### config.mk
export PLATFORM = sky130hd
export DESIGN_NAME = sir_phy
export DESIGN_NICKNAME = d
export VERILOG_FILES = /design/src/rtl/sir_pkg.sv /design/src/rtl/sir_sync.sv /design/src/rtl/sir_cfg.sv /design/src/rtl/sir_enc.sv /design/src/rtl/sir_dec.sv /design/src/rtl/sir_phy.sv
export SDC_FILE = /design/constraint.sdc
export NUM_CORES = 1
export LEC_CHECK = 0
export BUFFER_PORTS_ARGS = -buffer_cell sky130_fd_sc_hd__buf_2
export CAP_MARGIN = 30
export CORE_MARGIN = 2
export CORE_UTILIZATION = 50
export DETAILED_ROUTE_END_ITERATION = 12
export HOLD_SLACK_MARGIN = 0.06
export PLACE_DENSITY = 0.68
export SLEW_MARGIN = 20
export SYNTH_ARGS = -nofsm -noshare
export SYNTH_HDL_FRONTEND = slang
export SYNTH_SLANG_ARGS = --single-unit
export TNS_END_PERCENT = 10
### constraint.sdc
create_clock -name clk -period 2.25 [get_ports clk]
set_clock_uncertainty 0.1 [all_clocks]
set_input_delay 0 -clock clk [delete_from_list [all_inputs] [get_ports clk]]
set_output_delay 0 -clock clk [all_outputs]
set_load 0.02 [all_outputs]
### src/rtl/sir_pkg.sv
package sir_pkg;

    localparam int CFG_W = 5;

    // Field order sets the bit positions of the control word (bit 0 = tx_on)
    typedef struct packed {
        logic rx_inv;   // bit 4
        logic tx_inv;   // bit 3
        logic fix_w;    // bit 2
        logic rx_on;    // bit 1
        logic tx_on;    // bit 0
    } sir_cfg_t;

endpackage

### src/rtl/sir_sync.sv
module sir_sync #(
    parameter int   STAGES  = 2,
    parameter logic RST_VAL = 1'b0
) (
    input  logic clk,
    input  logic rst_n,
    input  logic d,
    output logic q
);
    logic [STAGES-1:0] chain_d, chain_q;

    generate
        if (STAGES < 2) begin : g_bad_stages
            $error("sir_sync needs at least two stages");
        end
    endgenerate

    always_comb begin
        chain_d = {chain_q[STAGES-2:0], d};
    end

    always_ff @(posedge clk or negedge rst_n) begin
        if (!rst_n) chain_q <= {STAGES{RST_VAL}};
        else        chain_q <= chain_d;
    end

    assign q = chain_q[STAGES-1];
endmodule

### src/rtl/sir_cfg.sv
module sir_cfg
    import sir_pkg::*;
#(
    parameter int OVERSAMPLE = 16
) (
    input  logic             clk,
    input  logic             rst_n,
    input  logic             tick,
    input  logic             wr_en,
    input  logic [CFG_W-1:0] wr_data,
    output sir_cfg_t         cfg_act,
    output logic             bit_edge
);
    localparam int PH_W = $clog2(OVERSAMPLE);
    localparam logic [PH_W-1:0] PH_LAST = PH_W'(OVERSAMPLE - 1);

    typedef struct packed {
        logic [PH_W-1:0] phase;
        sir_cfg_t        staged;
        sir_cfg_t        active;
    } cfg_state_t;

    cfg_state_t s_d, s_q;

    assign bit_edge = tick && (s_q.phase == PH_LAST);

    always_comb begin
        s_d = s_q;
        if (tick) begin
            s_d.phase = bit_edge ? '0 : s_q.phase + 1'b1;
        end
        if (wr_en) begin
            s_d.staged = sir_cfg_t'(wr_data);
        end
        if (bit_edge) begin
            s_d.active = s_q.staged;
        end
    end

    always_ff @(posedge clk or negedge rst_n) begin
        if (!rst_n) begin
            s_q.phase  <= '0;
            s_q.staged <= '0;
            s_q.active <= '0;
        end else begin
            s_q <= s_d;
        end
    end

    assign cfg_act = s_q.active;

    // the working control word moves only at a bit boundary
    p_cfg_at_boundary_r2: assert property (@(posedge clk) disable iff (!rst_n)
        !bit_edge |=> $stable(cfg_act));
endmodule

### src/rtl/sir_enc.sv
module sir_enc #(
    parameter int PULSE_TICKS = 3,
    parameter int FIX_CYC     = 200
) (
    input  logic clk,
    input  logic rst_n,
    input  logic tick,
    input  logic bit_edge,
    input  logic tx_on,
    input  logic fix_w,
    input  logic tx_bit,
    output logic pulse
);
    localparam int MAXW = (FIX_CYC > PULSE_TICKS) ? FIX_CYC : PULSE_TICKS;
    localparam int CW   = $clog2(MAXW + 1);

    typedef struct packed {
        logic [CW-1:0] cnt;
        logic          by_clk;
    } enc_state_t;

    enc_state_t s_d, s_q;

    always_comb begin
        s_d = s_q;
        if (!tx_on) begin
            s_d.cnt    = '0;
            s_d.by_clk = 1'b0;
        end else if (bit_edge && !tx_bit) begin
            s_d.cnt    = fix_w ? CW'(FIX_CYC) : CW'(PULSE_TICKS);
            s_d.by_clk = fix_w;
        end else if ((s_q.cnt != '0) && (s_q.by_clk || tick)) begin
            s_d.cnt = s_q.cnt - 1'b1;
        end
    end

    always_ff @(posedge clk or negedge rst_n) begin
        if (!rst_n) begin
            s_q.cnt    <= '0;
            s_q.by_clk <= 1'b0;
        end else begin
            s_q <= s_d;
        end
    end

    assign pulse = (s_q.cnt != '0);

    // a pulse opens only right after a boundary that sampled a zero
    p_pulse_after_zero_r5: assert property (@(posedge clk) disable iff (!rst_n)
        $rose(pulse) |-> $past(bit_edge && !tx_bit && tx_on));

    // a tick-timed pulse closes only on a tick (or when switched off)
    p_tick_paced_end_r6: assert property (@(posedge clk) disable iff (!rst_n)
        ($fell(pulse) && !$past(s_q.by_clk)) |-> $past(tick || !tx_on));
endmodule

### src/rtl/sir_dec.sv
module sir_dec #(
    parameter int OVERSAMPLE = 16
) (
    input  logic clk,
    input  logic rst_n,
    input  logic tick,
    input  logic rx_on,
    input  logic rx_inv,
    input  logic rx_s,
    output logic busy
);
    localparam int CW = $clog2(OVERSAMPLE + 1);

    typedef struct packed {
        logic          prev;
        logic [CW-1:0] cnt;
    } dec_state_t;

    dec_state_t s_d, s_q;
    logic       hit;

    always_comb begin
        hit = rx_inv ? (s_q.prev && !rx_s) : (!s_q.prev && rx_s);
        s_d      = s_q;
        s_d.prev = rx_s;
        if (!rx_on) begin
            s_d.cnt = '0;
        end else if (hit) begin
            s_d.cnt = CW'(OVERSAMPLE);
        end else if (tick && (s_q.cnt != '0)) begin
            s_d.cnt = s_q.cnt - 1'b1;
        end
    end

    always_ff @(posedge clk or negedge rst_n) begin
        if (!rst_n) begin
            s_q.prev <= 1'b0;
            s_q.cnt  <= '0;
        end else begin
            s_q <= s_d;
        end
    end

    assign busy = (s_q.cnt != '0);

    // a low window opens only while the pin sits at the active level
    p_window_on_active_r10: assert property (@(posedge clk) disable iff (!rst_n)
        $rose(busy) |-> ($past(rx_s) != $past(rx_inv)));
endmodule

### src/rtl/sir_phy.sv
module sir_phy
    import sir_pkg::*;
#(
    parameter int CLK_HZ      = 125_000_000,
    parameter int FIX_NS      = 1600,
    parameter int OVERSAMPLE  = 16,
    parameter int PULSE_TICKS = 3,
    parameter int SYNC_STAGES = 2
) (
    input  logic             clk,
    input  logic             rst_n,
    input  logic             tick16,
    input  logic             cfg_we,
    input  logic [CFG_W-1:0] cfg_wdata,
    input  logic             uart_txd,
    output logic             uart_rxd,
    output logic             ir_tx_pin,
    input  logic             ir_rx_pin
);
    localparam longint NS_PER_S = 64'd1_000_000_000;
    localparam longint FIX_PROD = longint'(FIX_NS) * longint'(CLK_HZ);
    localparam int     FIX_CYC  = int'((FIX_PROD + NS_PER_S - 1) / NS_PER_S);

    generate
        if (FIX_CYC < 1) begin : g_bad_fix
            $error("fixed pulse width rounds to zero clock cycles");
        end
        if (PULSE_TICKS < 1 || PULSE_TICKS >= OVERSAMPLE) begin : g_bad_ticks
            $error("tick pulse width must lie inside one bit");
        end
    endgenerate

    sir_cfg_t act;
    logic     bit_edge;
    logic     tx_s, rx_s;
    logic     pulse, busy;

    sir_cfg #(.OVERSAMPLE(OVERSAMPLE)) u_cfg (
        .clk(clk), .rst_n(rst_n), .tick(tick16),
        .wr_en(cfg_we), .wr_data(cfg_wdata),
        .cfg_act(act), .bit_edge(bit_edge)
    );

    sir_sync #(.STAGES(SYNC_STAGES), .RST_VAL(1'b1)) u_tx_sync (
        .clk(clk), .rst_n(rst_n), .d(uart_txd), .q(tx_s)
    );

    sir_sync #(.STAGES(SYNC_STAGES), .RST_VAL(1'b0)) u_rx_sync (
        .clk(clk), .rst_n(rst_n), .d(ir_rx_pin), .q(rx_s)
    );

    sir_enc #(.PULSE_TICKS(PULSE_TICKS), .FIX_CYC(FIX_CYC)) u_enc (
        .clk(clk), .rst_n(rst_n), .tick(tick16), .bit_edge(bit_edge),
        .tx_on(act.tx_on), .fix_w(act.fix_w), .tx_bit(tx_s), .pulse(pulse)
    );

    sir_dec #(.OVERSAMPLE(OVERSAMPLE)) u_dec (
        .clk(clk), .rst_n(rst_n), .tick(tick16),
        .rx_on(act.rx_on), .rx_inv(act.rx_inv), .rx_s(rx_s), .busy(busy)
    );

    assign ir_tx_pin = act.tx_on ? (pulse ^ act.tx_inv) : uart_txd;
    assign uart_rxd  = act.rx_on ? !busy : ir_rx_pin;
endmodule

==> results.json <==
{
  "status": "finished, final reports clean",
  "drtIter0Drc": 23,
  "synth_area_per_cell_um2": 11.4,
  "syn_to_final_growth_pct": 19.8,
  "cts.clk_slew.worst_paths_ns": 0.10,
  "synth.most_common_cell": "dfrtp_1",
  "finalHoldViolations": 0,
  "cts_tree": "done",
  "clock_sinks": 33,
  "synthTopCellsByCount": "dfrtp_1 (31), mux2_2 (13), nor2_1 (10)",
  "fmax_mhz": 473,
  "tns_ns": 0,
  "cp_max_fo": 6,
  "cp-end-kind": "primary output",
  "gp_congestion": 0.850,
  "ant_nets": 0,
  "synthArstFlopShare": 1.00,
  "reg2reg_slack_ns": 0.29,
  "slew_violations": 0,
  "grt_first_pass_wirelength_um": 4770,
  "fin_crit_sh": 0.940,
  "drv_cap": 0,
  "crit_arrival_ns": 2.01,
  "cts_htree_levels": 2,
  "post-route-min-period_ns": 2.11,
  "die_height_um": 58.9,
  "synth-seq-area-share": 0.550,
  "ios": 13,
  "synth_edf_count": 0,
  "rr_startpoint": "u_enc.s_q[1]$_DFFE_PN0P_",
  "coreArea_um2": 2810,
  "fin_cells": 195,
  "hpwl_um": 1870,
  "root_buffer": "clkbuf_4",
  "die_x_um": 58.9,
  "post_drt_wl_per_cell_um": 14.0,
  "drtPass1Iterations": 4,
  "via_per_inst": 5.48,
  "nNetsFinal": 177,
  "syn_area_um2": 1510,
  "antenna_cells": 0,
  "power.density_nw_per_um2": 852,
  "fin_ws_ns": 0.136,
  "start_util": 0.537,
  "peakVddDrop_mv": 0.514,
  "place_inst": 173,
  "ys.flop_type": "dfrtp_1",
  "grt_max_degree": 34,
  "rsz0062_at_grt": "no",
  "grt-ovfl-total": 0,
  "post_cts_buffers": 0,
  "yosysUniqueCellTypes": 40,
  "numCtsBuffers": 5,
  "holdWs_ns": 0.144,
  "yosysWarnings": 0,
  "required_ns": 2.15,
  "syn_nets": 146,
  "path_class": "reg2out",
  "clk_latency_ns": 0.34,
  "antenna_found_initial": 0,
  "syn_inst": 132,
  "layout-drive-gt1-share": 0.226,
  "relSlewSlack": 0.526,
  "rr_worst_depth": 6,
  "ys_seq_elements": 33,
  "ctsLongestPathBuffers": 2,
  "yosysTopAreaCell": "dfrtp_1",
  "drt-total-wl_um": 2740,
  "setup_viol": 0,
  "worstMarginPinSlew_ns": 0.710,
  "holdCritPathClass": "in2async",
  "grt.total_usage": 0.190,
  "fp.dieArea_um2": 3470,
  "synth_top_area_frac": 0.515,
  "rows": 19,
  "crit_path_start_kind": "flop",
  "ys_top_cells_by_area": "dfrtp_1 (51%), mux2_2 (9.7%), dfstp_2 (3.5%)",
  "port_buffers": 12,
  "leakage_nw": 0.799,
  "routed-via-count": 1068,
  "place_ws_ns": 0.352,
  "drc_errors": 0,
  "grt_pass1_vias": 1077,
  "reg2reg_to": "u_enc.s_q[7]$_DFFE_PN0P_"
}
==> cells in the final DEF, fill, tap and decap left out, types with 2 or more instances in the layout <==
cell | synthesis | routed
ha_1 | 3 | 3
a21oi_1 | 7 | 7
xor2_1 | 2 | 2
nor2_1 | 10 | 10
nand3_1 | 3 | 3
o21ai_1 | 2 | 2
a211oi_1 | 2 | 2
o21ai_0 | 5 | 5
nor2b_1 | 3 | 3
nor3_1 | 2 | 2
dfstp_2 | 2 | 2
dlygate4sd3_1 | 0 | 14
buf_2 | 1 | 12
mux2_2 | 13 | 13
a31oi_1 | 2 | 2
nand2b_1 | 2 | 2
dfrtp_1 | 31 | 31
clkbuf_1 | 1 | 2
clkbuf_4 | 0 | 5
nand2_1 | 7 | 7
xnor2_1 | 6 | 6
nor4_1 | 2 | 2
inv_1 | 7 | 7
==> worst max-delay path, cell delays in order, from the launching register on <==
cell     delay (ns)
dfrtp_1        0.47
nor4_2         0.45
nand2_1        0.17
xor2_1         0.17
mux2_2         0.26
buf_2          0.16
==> power by group <==
group | total, mW | leakage, nW | internal (mW) | switching (mW)
clock network | 0.340 | 0.0326 | 0.154 | 0.186
registers | 0.796 | 0.423 | 0.696 | 0.100
logic | 0.400 | 0.344 | 0.207 | 0.194
total | 1.54 | 0.799 | 1.06 | 0.480
==> registers in the layout, summed over array words and instances (netlist names) <==
signal             flops
u_cfg.cfg_act          5
u_cfg.s_q              9
u_dec.s_q              6
u_enc.s_q              9
u_rx_sync.chain_q      2
u_tx_sync.chain_q      2
==> cell families after synthesis <==
logic type	share of synthesized area
DFF	0.550
adders and majority gates	0.0249
xor gates and xnor gates	0.0465
AOI/OAI and AO/OA	0.0872
buffers and inverters	0.0257
muxes	0.104
and+or+nand+nor	0.162
==> how the worst max path moves through the flow <==
stage	from	endpoint	slack, ns
finish	u_enc.s_q[5]$_DFFE_PN0P_	ir_tx_pin	0.14
global route	u_enc.s_q[1]$_DFFE_PN0P_	ir_tx_pin	0.007
CTS	u_enc.s_q[1]$_DFFE_PN0P_	ir_tx_pin	0.14
detailed placement	u_enc.s_q[1]$_DFFE_PN0P_	u_enc.s_q[7]$_DFFE_PN0P_	0.35
global placement	u_enc.s_q[1]$_DFFE_PN0P_	ir_tx_pin	0.43
floorplan	u_enc.s_q[1]$_DFFE_PN0P_	u_enc.s_q[7]$_DFFE_PN0P_	0.49
==> metrics by stage <==
stage | util | power [mW] | cell area, µm²
floorplan | - | 1.08 | 1510
global placement | 0.570 | 1.16 | 1600
detailed placement | 0.570 | 1.18 | 1600
CTS | 0.643 | 1.55 | 1800
global route | 0.643 | 1.65 | 1800
finish | 0.643 | 1.54 | 1800
==> final cells by class <==
type                            count  area, µm²
Timing Repair Buffer               27        208
Fill cell                         218       1000
Sequential cell                    33        828
Tap cell                           31       38.8
Multi-Input combinational cell     89        644
Inverter                            7       26.3
Clock buffer                        8       58.8
==> per-layer routing <==
metal,wire length [µm],GRT usage,share of wire
met1,1250,0.241,0.46
met2,1320,0.303,0.48
met3,124,0.0725,0.045
met4,40,0.0584,0.015
met5,0,0,0
==> what timing repair did <==
action / 4_1_cts / 5_1_grt
hold buffers: 14 / 0
endpoints found under the setup margin: 1 / 0
gates resized for setup: 1 / 0
hold endpoints to repair: 45 / 0
No activity file was read; power rests on OpenSTA's default activity.
